[src/rtl/nand_seq_pkg.sv]
package nand_seq_pkg;

  localparam logic [1:0] TY_CMD  = 2'd0;
  localparam logic [1:0] TY_ADDR = 2'd1;
  localparam logic [1:0] TY_DATA = 2'd2;
  localparam logic [1:0] TY_NONE = 2'd3;

  typedef enum logic [2:0] {
    ST_IDLE,
    ST_SETUP,
    ST_WAIT,
    ST_LOW,
    ST_HIGH
  } seqState_t;

  typedef enum logic [1:0] {
    PK_NONE,
    PK_WRITE,
    PK_ADDR,
    PK_READ
  } strobeKind_t;

  typedef struct packed {
    logic latchReq;
    logic rdStart;
  } ctlStrobes_t;

endpackage

[src/rtl/nand_seq_ctrl.sv]
module nand_seq_ctrl
  import nand_seq_pkg::*;
#(
  parameter int CNT_W = 6
) (
  input  logic             clk,
  input  logic             rstN,
  input  logic             reqValid,
  input  logic [1:0]       reqType,
  input  logic             reqWrite,
  input  logic [CNT_W-1:0] cfgSetup,
  input  logic [CNT_W-1:0] cfgLow,
  input  logic [CNT_W-1:0] cfgHigh,
  input  logic [CNT_W-1:0] cfgRdToWr,
  input  logic [CNT_W-1:0] cfgRdToRd,
  input  logic [CNT_W-1:0] cfgWrToRd,
  input  logic [CNT_W-1:0] cfgAddrToData,
  input  logic             accPending,
  input  logic             accDone,
  output ctlStrobes_t      ctl,
  output logic             busy,
  output logic             nandCeN,
  output logic             nandCle,
  output logic             nandAle,
  output logic             nandWeN,
  output logic             nandReN,
  output logic             nandDqOe
);

  localparam int GAP_W = CNT_W + 1;
  localparam logic [GAP_W-1:0] GAP_MAX = '1;

  function automatic logic [CNT_W-1:0] eff(input logic [CNT_W-1:0] v);
    return (v == '0) ? CNT_W'(1) : v;
  endfunction

  seqState_t        state;
  strobeKind_t      prevKind;
  strobeKind_t      curKind;
  logic [CNT_W-1:0] cnt;
  logic [1:0]       typeReg;
  logic             isRead;
  logic [GAP_W-1:0] sinceRise;
  logic [CNT_W-1:0] gapNeed;
  logic             gapOk;
  logic             accept;
  logic             goLow;

  logic [CNT_W-1:0] effS, effL, effH, effRW, effRR, effWR, effAD;
  assign effS  = eff(cfgSetup);
  assign effL  = eff(cfgLow);
  assign effH  = eff(cfgHigh);
  assign effRW = eff(cfgRdToWr);
  assign effRR = eff(cfgRdToRd);
  assign effWR = eff(cfgWrToRd);
  assign effAD = eff(cfgAddrToData);

  assign accept = (state == ST_IDLE) && reqValid && (reqType != TY_NONE);

  always_comb begin
    if (isRead)                curKind = PK_READ;
    else if (typeReg == TY_ADDR) curKind = PK_ADDR;
    else                       curKind = PK_WRITE;
  end

  // Spacing the next strobe owes to the previous one
  always_comb begin
    gapNeed = '0;
    if (isRead) begin
      case (prevKind)
        PK_READ:  gapNeed = effRR;
        PK_WRITE: gapNeed = effWR;
        PK_ADDR:  gapNeed = (effWR > effAD) ? effWR : effAD;
        default:  gapNeed = '0;
      endcase
    end else if (prevKind == PK_READ) begin
      gapNeed = effRW;
    end else if (prevKind == PK_ADDR && typeReg == TY_DATA) begin
      gapNeed = effAD;
    end
  end

  assign gapOk = ({1'b0, sinceRise} + (GAP_W + 1)'(1)) >= (GAP_W + 1)'(gapNeed);
  assign goLow = ((state == ST_SETUP && cnt == '0) || state == ST_WAIT) && gapOk;

  always_ff @(posedge clk) begin
    if (!rstN) begin
      state     <= ST_IDLE;
      cnt       <= '0;
      typeReg   <= TY_CMD;
      isRead    <= 1'b0;
      prevKind  <= PK_NONE;
      sinceRise <= GAP_MAX;
    end else begin
      if (sinceRise != GAP_MAX) sinceRise <= sinceRise + GAP_W'(1);
      case (state)
        ST_IDLE: begin
          if (accept) begin
            state   <= ST_SETUP;
            cnt     <= effS - CNT_W'(1);
            typeReg <= reqType;
            isRead  <= (reqType == TY_DATA) && !reqWrite;
          end
        end
        ST_SETUP: begin
          if (cnt != '0) begin
            cnt <= cnt - CNT_W'(1);
          end else if (gapOk) begin
            state <= ST_LOW;
            cnt   <= effL - CNT_W'(1);
          end else begin
            state <= ST_WAIT;
          end
        end
        ST_WAIT: begin
          if (gapOk) begin
            state <= ST_LOW;
            cnt   <= effL - CNT_W'(1);
          end
        end
        ST_LOW: begin
          if (cnt != '0) begin
            cnt <= cnt - CNT_W'(1);
          end else begin
            state     <= ST_HIGH;
            cnt       <= effH - CNT_W'(1);
            sinceRise <= '0;
            prevKind  <= curKind;
          end
        end
        ST_HIGH: begin
          if (cnt != '0) cnt <= cnt - CNT_W'(1);
          else if (!accPending || accDone) state <= ST_IDLE;
        end
        default: state <= ST_IDLE;
      endcase
    end
  end

  assign ctl.latchReq = accept;
  assign ctl.rdStart  = goLow && isRead;

  assign busy     = (state != ST_IDLE);
  assign nandCeN  = (state == ST_IDLE);
  assign nandCle  = busy && (typeReg == TY_CMD);
  assign nandAle  = busy && (typeReg == TY_ADDR);
  assign nandWeN  = !((state == ST_LOW) && !isRead);
  assign nandReN  = !((state == ST_LOW) && isRead);
  assign nandDqOe = busy && !isRead;

  assert_single_strobe_R1: assert property (@(posedge clk) disable iff (!rstN)
    !(!nandWeN && !nandReN));

  assert_latch_excl_R1: assert property (@(posedge clk) disable iff (!rstN)
    !(nandCle && nandAle));

  assert_ce_setup_R3: assert property (@(posedge clk) disable iff (!rstN)
    ($fell(nandWeN) || $fell(nandReN)) |-> $past(!nandCeN));

  assert_quiet_idle_R13: assert property (@(posedge clk) disable iff (!rstN)
    !busy |-> (nandCeN && nandWeN && nandReN && !nandDqOe));

  assert_bus_off_read_R12: assert property (@(posedge clk) disable iff (!rstN)
    !nandReN |-> !nandDqOe);

  assert_release_early_R12: assert property (@(posedge clk) disable iff (!rstN)
    $fell(nandReN) |-> !$past(nandDqOe));

endmodule

[src/rtl/nand_seq_dp.sv]
module nand_seq_dp
  import nand_seq_pkg::*;
#(
  parameter int CNT_W = 6
) (
  input  logic             clk,
  input  logic             rstN,
  input  ctlStrobes_t      ctl,
  input  logic [1:0]       reqType,
  input  logic             reqWide,
  input  logic [31:0]      reqData,
  input  logic [CNT_W-1:0] cfgAccess,
  input  logic [15:0]      nandDqIn,
  output logic [15:0]      nandDqOut,
  output logic             accPending,
  output logic             accDone,
  output logic             rspValid,
  output logic [31:0]      rspData
);

  logic [1:0]       typeReg;
  logic             wideReg;
  logic [31:0]      dataReg;
  logic [CNT_W-1:0] accCnt;
  logic [CNT_W-1:0] effA;

  assign effA = (cfgAccess == '0) ? CNT_W'(1) : cfgAccess;

  always_ff @(posedge clk) begin
    if (!rstN) begin
      typeReg <= TY_CMD;
      wideReg <= 1'b0;
      dataReg <= '0;
    end else if (ctl.latchReq) begin
      typeReg <= reqType;
      wideReg <= reqWide;
      dataReg <= reqData;
    end
  end

  // Upper lane carries byte N+1 only on 16-bit data cycles
  assign nandDqOut = {((typeReg == TY_DATA) && wideReg) ? dataReg[23:16] : 8'h00,
                      dataReg[7:0]};

  assign accDone = accPending && (accCnt == '0);

  always_ff @(posedge clk) begin
    if (!rstN) begin
      accCnt     <= '0;
      accPending <= 1'b0;
      rspValid   <= 1'b0;
      rspData    <= '0;
    end else begin
      rspValid <= 1'b0;
      if (ctl.rdStart) begin
        accCnt     <= effA - CNT_W'(1);
        accPending <= 1'b1;
      end else if (accPending) begin
        if (accCnt == '0) begin
          accPending <= 1'b0;
          rspValid   <= 1'b1;
          rspData    <= wideReg ? {8'h00, nandDqIn[15:8], 8'h00, nandDqIn[7:0]}
                                : {24'h0, nandDqIn[7:0]};
        end else begin
          accCnt <= accCnt - CNT_W'(1);
        end
      end
    end
  end

  assert_rsp_after_capture_R4: assert property (@(posedge clk) disable iff (!rstN)
    rspValid |-> $past(accPending));

  assert_single_pulse_R4: assert property (@(posedge clk) disable iff (!rstN)
    rspValid |=> !rspValid);

endmodule

[src/rtl/nand_cycle_seq.sv]
module nand_cycle_seq
  import nand_seq_pkg::*;
#(
  parameter int CNT_W = 6
) (
  input  logic             clk,
  input  logic             rstN,
  input  logic             reqValid,
  input  logic [1:0]       reqType,
  input  logic             reqWrite,
  input  logic             reqWide,
  input  logic [31:0]      reqData,
  output logic             busy,
  output logic             rspValid,
  output logic [31:0]      rspData,
  input  logic [CNT_W-1:0] cfgSetup,
  input  logic [CNT_W-1:0] cfgLow,
  input  logic [CNT_W-1:0] cfgHigh,
  input  logic [CNT_W-1:0] cfgAccess,
  input  logic [CNT_W-1:0] cfgRdToWr,
  input  logic [CNT_W-1:0] cfgRdToRd,
  input  logic [CNT_W-1:0] cfgWrToRd,
  input  logic [CNT_W-1:0] cfgAddrToData,
  output logic             nandCeN,
  output logic             nandCle,
  output logic             nandAle,
  output logic             nandWeN,
  output logic             nandReN,
  output logic [15:0]      nandDqOut,
  output logic             nandDqOe,
  input  logic [15:0]      nandDqIn
);

  ctlStrobes_t ctl;
  logic        accPending;
  logic        accDone;

  nand_seq_ctrl #(.CNT_W(CNT_W)) uCtrl (
    .clk(clk), .rstN(rstN), .reqValid(reqValid), .reqType(reqType),
    .reqWrite(reqWrite), .cfgSetup(cfgSetup), .cfgLow(cfgLow), .cfgHigh(cfgHigh),
    .cfgRdToWr(cfgRdToWr), .cfgRdToRd(cfgRdToRd), .cfgWrToRd(cfgWrToRd),
    .cfgAddrToData(cfgAddrToData), .accPending(accPending), .accDone(accDone),
    .ctl(ctl), .busy(busy), .nandCeN(nandCeN), .nandCle(nandCle),
    .nandAle(nandAle), .nandWeN(nandWeN), .nandReN(nandReN), .nandDqOe(nandDqOe)
  );

  nand_seq_dp #(.CNT_W(CNT_W)) uDp (
    .clk(clk), .rstN(rstN), .ctl(ctl), .reqType(reqType), .reqWide(reqWide),
    .reqData(reqData), .cfgAccess(cfgAccess), .nandDqIn(nandDqIn),
    .nandDqOut(nandDqOut), .accPending(accPending), .accDone(accDone),
    .rspValid(rspValid), .rspData(rspData)
  );

endmodule

[config.mk]
export PLATFORM = sky130hd
export DESIGN_NAME = nand_cycle_seq
export DESIGN_NICKNAME = d
export VERILOG_FILES = /design/src/rtl/nand_seq_pkg.sv /design/src/rtl/nand_seq_ctrl.sv /design/src/rtl/nand_seq_dp.sv /design/src/rtl/nand_cycle_seq.sv
export SDC_FILE = /design/constraint.sdc
export NUM_CORES = 1
export LEC_CHECK = 0
export BUFFER_PORTS_ARGS = -buffer_cell sky130_fd_sc_hd__buf_2
export CAP_MARGIN = 20
export CORE_MARGIN = 2
export CORE_UTILIZATION = 50
export DETAILED_ROUTE_END_ITERATION = 8
export PLACE_DENSITY_LB_ADDON = 0.25
export SETUP_SLACK_MARGIN = 0.02
export SLEW_MARGIN = 20
export SYNTH_ARGS = -nofsm -noshare
export SYNTH_HDL_FRONTEND = slang
export SYNTH_SLANG_ARGS = --single-unit
[constraint.sdc]
create_clock -name clk -period 5.7 [get_ports clk]
set_input_delay 0.855 -clock clk [delete_from_list [all_inputs] [get_ports clk]]
set_output_delay 0.855 -clock clk [all_outputs]
set_load 0.005 [all_outputs]
# Yosys cells after proc, flatten, opt, wreduce, memory -nomap -nowiden
# Index checks and enable logic that the tools add are counted.
# classes
addsub	8
n_lt_le_gt_ge	2
eq_ne	21
mux	41
n_bitwise	4
n_reduce_logical	44
# op_table
op	n
$mux W6	20
$logic_not A6 Y1	10
$sub A6 B1 Y6 const B	6
$pmux W6 S5	1
$mux W24	1
$mux W7	3
$mux W3	6
$pmux W6 S3	1
$pmux W3 S5	1
$logic_and A1 B1 Y1	14
$eq A2 B2 Y1 const B	5
$ne A2 B2 Y1 const B	5
$add A7 B1 Y8 const B	1
$ge A8 B6 Y1	1
$mux W8	1
$ne A2 B1 Y1 const B	4
$add A7 B1 Y7 const B	1
$ne A7 B7 Y1 const B	1
$eq A3 B2 Y1 const B	2
$gt A6 B6 Y1	1
$reduce_and A2 Y1	3
$reduce_and A3 Y1	2
$reduce_and A6 Y1	1
$reduce_bool A6 Y1	1
other kinds (14)	28
# totals
register_bits	88
output_inout_bits	56
wordCells	133

# Logic depth before layout (Yosys ltp)
# depth
depth_word	11
depth_mapped	22

# Hierarchy
# From an unflattened synthesis, not the netlist that was laid out.
# unflattened
cells_unflattened	559
area_unflattened_um2	4468.0
# by_module_without_submodules
mod	instances	cells_per_inst	area_each_um2
nand_seq_ctrl	1	326	2452.4
nand_seq_dp	1	233	2015.7

# Least setup slack after synthesis
# No wires, ideal clock.
# synth_timing
path_type	input -> register
startpoint	input cfgAddrToData[1]
endpoint	register uDp.accCnt[4]
arrival_ns	4.565
slack_ns	1.019
path_stages	22
path_cell_list	nor3_1 a31o_2 ha_1 nor2b_1 o21ai_0 nand3b_1 o211ai_1 mux2_2 a21oi_1 ha_1 a211o_1 a31oi_1 o21ai_1 o211a_1 buf_6 buf_2 mux2i_1 ha_1 nand2_1 nor3_1 xor2_1 o211a_1
# synth_via
elab_chain_len	11
# synth_rtl
element	line	text
from (decl)	nand_cycle_seq.sv:23	input logic [CNT_W-1:0] cfgAddrToData,
$logic_not A6 Y1	nand_seq_ctrl.sv:34	return (v == '0) ? CNT_W'(1) : v;
$mux W6 *	nand_seq_ctrl.sv:34	
$gt A6 B6 Y1	nand_seq_ctrl.sv:73	PK_ADDR: gapNeed = (effWR > effAD) ? effWR : effAD;
$mux W6	nand_seq_ctrl.sv:73	
$pmux W6 S3	nand_seq_ctrl.sv:70	case (prevKind)
$mux W6 *	nand_seq_ctrl.sv:69	if (isRead) begin
$ge A8 B6 Y1 *	nand_seq_ctrl.sv:83	assign gapOk = ({1'b0, sinceRise} + (GAP_W + 1)'(1)) >= (GAP_W + 1)'(gapNeed);
$logic_and A1 B1 Y1 *	nand_seq_ctrl.sv:84	assign goLow = ((state == ST_SETUP && cnt == '0) || state == ST_WAIT) && gapOk;
$logic_and A1 B1 Y1 *	nand_seq_ctrl.sv:141	assign ctl.rdStart = goLow && isRead;
$ne A2 B2 Y1 (no line) / $reduce_bool A2 Y1 (equally long branches)	-	
$reduce_and A2 Y1 (no line)	-	
to (signal assigned)	nand_seq_dp.sv:56	accCnt <= effA - CNT_W'(1);
to (signal assigned)	nand_seq_dp.sv:65	accCnt <= accCnt - CNT_W'(1);
to (decl)	nand_seq_dp.sv:24	logic [CNT_W-1:0] accCnt;
# Every way passes the cells marked *; elsewhere a longest branch is shown, timed or not.
# A chain may end at the register's enable or synchronous reset.

# Worst setup path in the final report
# Ends and elaborated chain as after synthesis.

==> metrics.csv <==
stage,metric,value,unit
outcome,status,"finished, final reports clean",
sta,"Hold Violations, Final",0,
yosys,Yosys reg bits,64,
clocking,Clock Pin Slew Worst Setup and Hold Paths,0.08,ns
power_and_ir_drop,Leak,2.20,nW
worst_setup_path,Startpoint Class,primary input,
power_and_ir_drop,Max VDD drop,0.000163,V
final_layout,# diodes,0,
global_route,largest net degree at the start of global routing,50,
detailed_routing,DR vias/cell,5.54,
floorplanning,core area,8220,um^2
yosys,Synth async-reset ratio,0,
worst_setup_path,crit path capture type,flip-flop,
global_route,first-pass GRT wire length,17.2,mm
worst_setup_path,"critical path, cell by cell","buf_2, nor3_1, a31o_2, ha_1, nor2b_1, o21ai_0, nand3b_1, o211ai_1, mux2_2, a21oi_1, ha_1, a211o_1, a31oi_1, o21ai_1, o211a_1, mux2i_1, ha_1, nand2_1, nor3_1, xor2_1, o211a_1",
yosys,Mapped Area,4230,um^2
power_and_ir_drop,pwr/cell area,322,nW/um^2
detailed_routing,WL/cell,13.8,um
detailed_routing,First DRT Iteration DRCs,277,
detailed_routing,met3 wire len,709,um
clocking,post-CTS setup repair buffer count,0,
yosys,post-synth cell types,59,
clocking,worst-skew pair later-pin latency,0.35,ns
floorplanning,I/O pin count,159,
detailed_routing,Top Layer Used,met4,
place,dpl cell area,4750,um^2
final_layout,Synth-to-Final Area Change,18.3,%
sta,crit share post-route,0.856,
yosys,"Seq/Total Area, Yosys",0.303,
clocking,CTS tree,built,
clocking,CTS Root Cell,clkbuf_8,
place,Placer Congestion,0.929,
sta,Achievable Freq,205,MHz
place,placed cells,759,
global_route,vias in the first global route,3913,
sta,setup ws final,0.822,ns
final_layout,final cell count without fillers,775,
detailed_routing,final WL,10.7,mm
global_route,antenna violations before repair,0,
detailed_routing,DRC violations left,0,
sta,hold slack,0.455,ns
clocking,CTS Sinks,64,
worst_setup_path,CP max FO,13,
detailed_routing,Detail Route Antenna Nets,0,
detailed_routing,met1 wire length,4.58,mm
floorplanning,DIE HEIGHT,96.0,um
yosys,Avg Inst Size Synth,7.50,um^2
final_layout,layout cells sized above 1,0.237,
global_route,"Remaining Overflow, GRT",0,
place,buffers added on ports,126,
yosys,Syn Inst Count,564,
floorplanning,die area,9220,um^2
clocking,Bufs on Longest Clock Path,2,
sta,clk_skew,0.0126,ns
yosys,Ys Warns,0,
place,Place WS,0.477,ns
yosys,Post-synth EDFFs,0,
worst_hold_path,worst hold path class,flip-flop to flip-flop,
sta,Slew headroom,0.288,
yosys,Post-synth top flop,dfxtp_1,
sta,"Min Clock Period, post-route",4.88,ns
floorplanning,Die W,96.0,um
final_layout,finished layout cell area,5000,um^2
sta,Worst Tran Pin Value,1.07,ns
flow_run,max-cap violations,0,
worst_setup_path,Worst Setup Path Type,primary input to flip-flop,
detailed_routing,Initial DRT Pass Iterations,5,
worst_setup_path,Critical Path RT,5.93,ns
detailed_routing,WL met2,5.23,mm
sta,Final TNS setup,0,ns
clocking,CTS-repair resized insts,0,
floorplanning,Starting Density,0.515,
worst_setup_path,Buffers & Inverters on Critical Path,1,
worst_setup_path,CP peak stage delay,0.45,ns
clocking,Post-CTS Hold Buffers,0,
detailed_routing,via count,4291,
floorplanning,Rows,33,
sta,# setup viols final,0,
sta,Max Slew Vio Count,0,
place,hpwl dp,8.11,mm
worst_setup_path,Crit path arrival time,5.11,ns
worst_setup_path,"most used cell, CP",ha_1,
final_layout,Final nets,786,
sta,RSZ-0062 raised after global routing,false,
worst_setup_path,crit-path leading delay family,compound AO/OA/AOI/OAI gates,
clocking,CTS buffer count,9,
worst_setup_path,critical path's slowest cell,o211a_1,
global_route,GRT Resource Usage Total,0.236,
clocking,CTS H-tree lvls,3,
[worst register-to-register path: cells and delay by family (launching register included)]
kind                     cells  cell delay (ns)
multiplexers                 1             0.26
AND/OR/NAND/NOR              3             0.95
adder cells (fa/ha/maj)      2             0.55
AO/OA/AOI/OAI                9             1.91
XOR/XNOR                     1             0.11
flip-flops                   1             0.44
[final cells by class]
cell class | count | area [um^2]
Timing Repair Buffer | 129 | 653
Inverter | 17 | 63.8
Fill cell | 752 | 3210
Multi-Input combinational cell | 444 | 2620
Tap cell | 105 | 131
Clock inverter | 6 | 115
Clock buffer | 10 | 138
Sequential cell | 64 | 1280
[metal layers]
metal  GRT usage  vias up
met5           0        -
met4      0.0976        0
met3      0.0376       23
met2       0.399      161
met1       0.299     1973
li1            -     2134
[per-stage QoR]
stage	utilization	total power [mW]
finish	0.609	1.61
global route	0.609	1.72
CTS	0.609	1.61
detailed placement	0.578	1.12
global placement	0.577	1.10
floorplan	-	0.982
[synth_stat cells (4+ instances only)]
cell type | instances | area share
a21oi_1 | 47 | 0.056
mux2_2 | 7 | 0.019
nand3_1 | 20 | 0.024
o211ai_1 | 4 | 0.0071
dfxtp_1 | 64 | 0.30
nor2b_1 | 4 | 0.0059
clkbuf_1 | 26 | 0.023
ha_1 | 18 | 0.053
a31oi_1 | 7 | 0.010
buf_4 | 24 | 0.043
xor2_1 | 13 | 0.027
a211oi_1 | 5 | 0.0089
xnor2_1 | 9 | 0.019
and2_1 | 8 | 0.012
nand2_1 | 103 | 0.091
o21ai_0 | 26 | 0.031
mux2i_1 | 20 | 0.047
a22oi_1 | 6 | 0.011
nor3_1 | 19 | 0.022
inv_1 | 17 | 0.015
a22o_1 | 5 | 0.010
nor2_1 | 51 | 0.045
[cell families (layout without fill, tap and decap cells)]
logic type | after synthesis | after routing | synth area share
compound gates | 130 | 130 | 0.194
xor+xnor | 22 | 22 | 0.0455
fa+ha+maj | 18 | 18 | 0.0532
buf+inv | 71 | 162 | 0.0908
flops | 64 | 64 | 0.303
mux | 27 | 27 | 0.0659
other cells | 1 | 16 | 0.000886
simple gates | 231 | 231 | 0.247
[path summary, 6_finish.rpt]
path	cells past startpoint	slack, ns	startpoint	to
worst min register to register	2	0.46	uDp.dataReg[18]	uDp.dataReg[18]
worst max register to register	16	1.39	uCtrl.prevKind[0]	uDp.accCnt[4]
worst max-delay path	21	0.82	cfgAddrToData[1]	uDp.accCnt[4]
worst min-delay path	2	0.46	uDp.dataReg[18]	uDp.dataReg[18]
[sequential cells by signal (all words and copies together), names as in the netlist]
| signal | count |
|---|---|
| uDp.typeReg | 2 |
| uDp.accPending | 1 |
| uCtrl.sinceRise | 7 |
| uDp.rspValid | 1 |
| uDp.wideReg | 1 |
| uDp.accCnt | 6 |
| uCtrl.prevKind | 2 |
| uCtrl.cnt | 6 |
| uCtrl.state | 3 |
| uDp.dataReg | 16 |
| uCtrl.typeReg | 2 |
| uDp.rspData | 16 |
| uCtrl.isRead | 1 |
[cells in the final DEF (no fill, tap or decap), types with 3 or more instances in the layout]
cell type  count
a22oi_1        6
inv_1         17
o211a_1        3
buf_2        126
o31ai_1        3
buf_4          3
dfxtp_1       64
bufinv_16      3
clkbuf_8      10
o211ai_1       4
nor2b_1        4
mux2i_1       20
nor2_1        51
nand2_1      103
and2_1         8
o221ai_1       3
mux2_2         7
a22o_1         5
a21oi_1       47
xor2_1        13
o21ai_0       26
or4_1          3
a31oi_1        7
conb_1        16
a21o_1         3
nor3_1        19
nand2b_1       3
nand3_1       20
nand3b_1       3
ha_1          18
a211oi_1       5
xnor2_1        9
[power by group]
group	internal [mW]	total, mW	switching, mW
Clock	0.305	0.491	0.187
Sequential	0.494	0.549	0.0549
Combinational	0.231	0.571	0.339
Note: power is estimated with default switching activity, not from simulation.
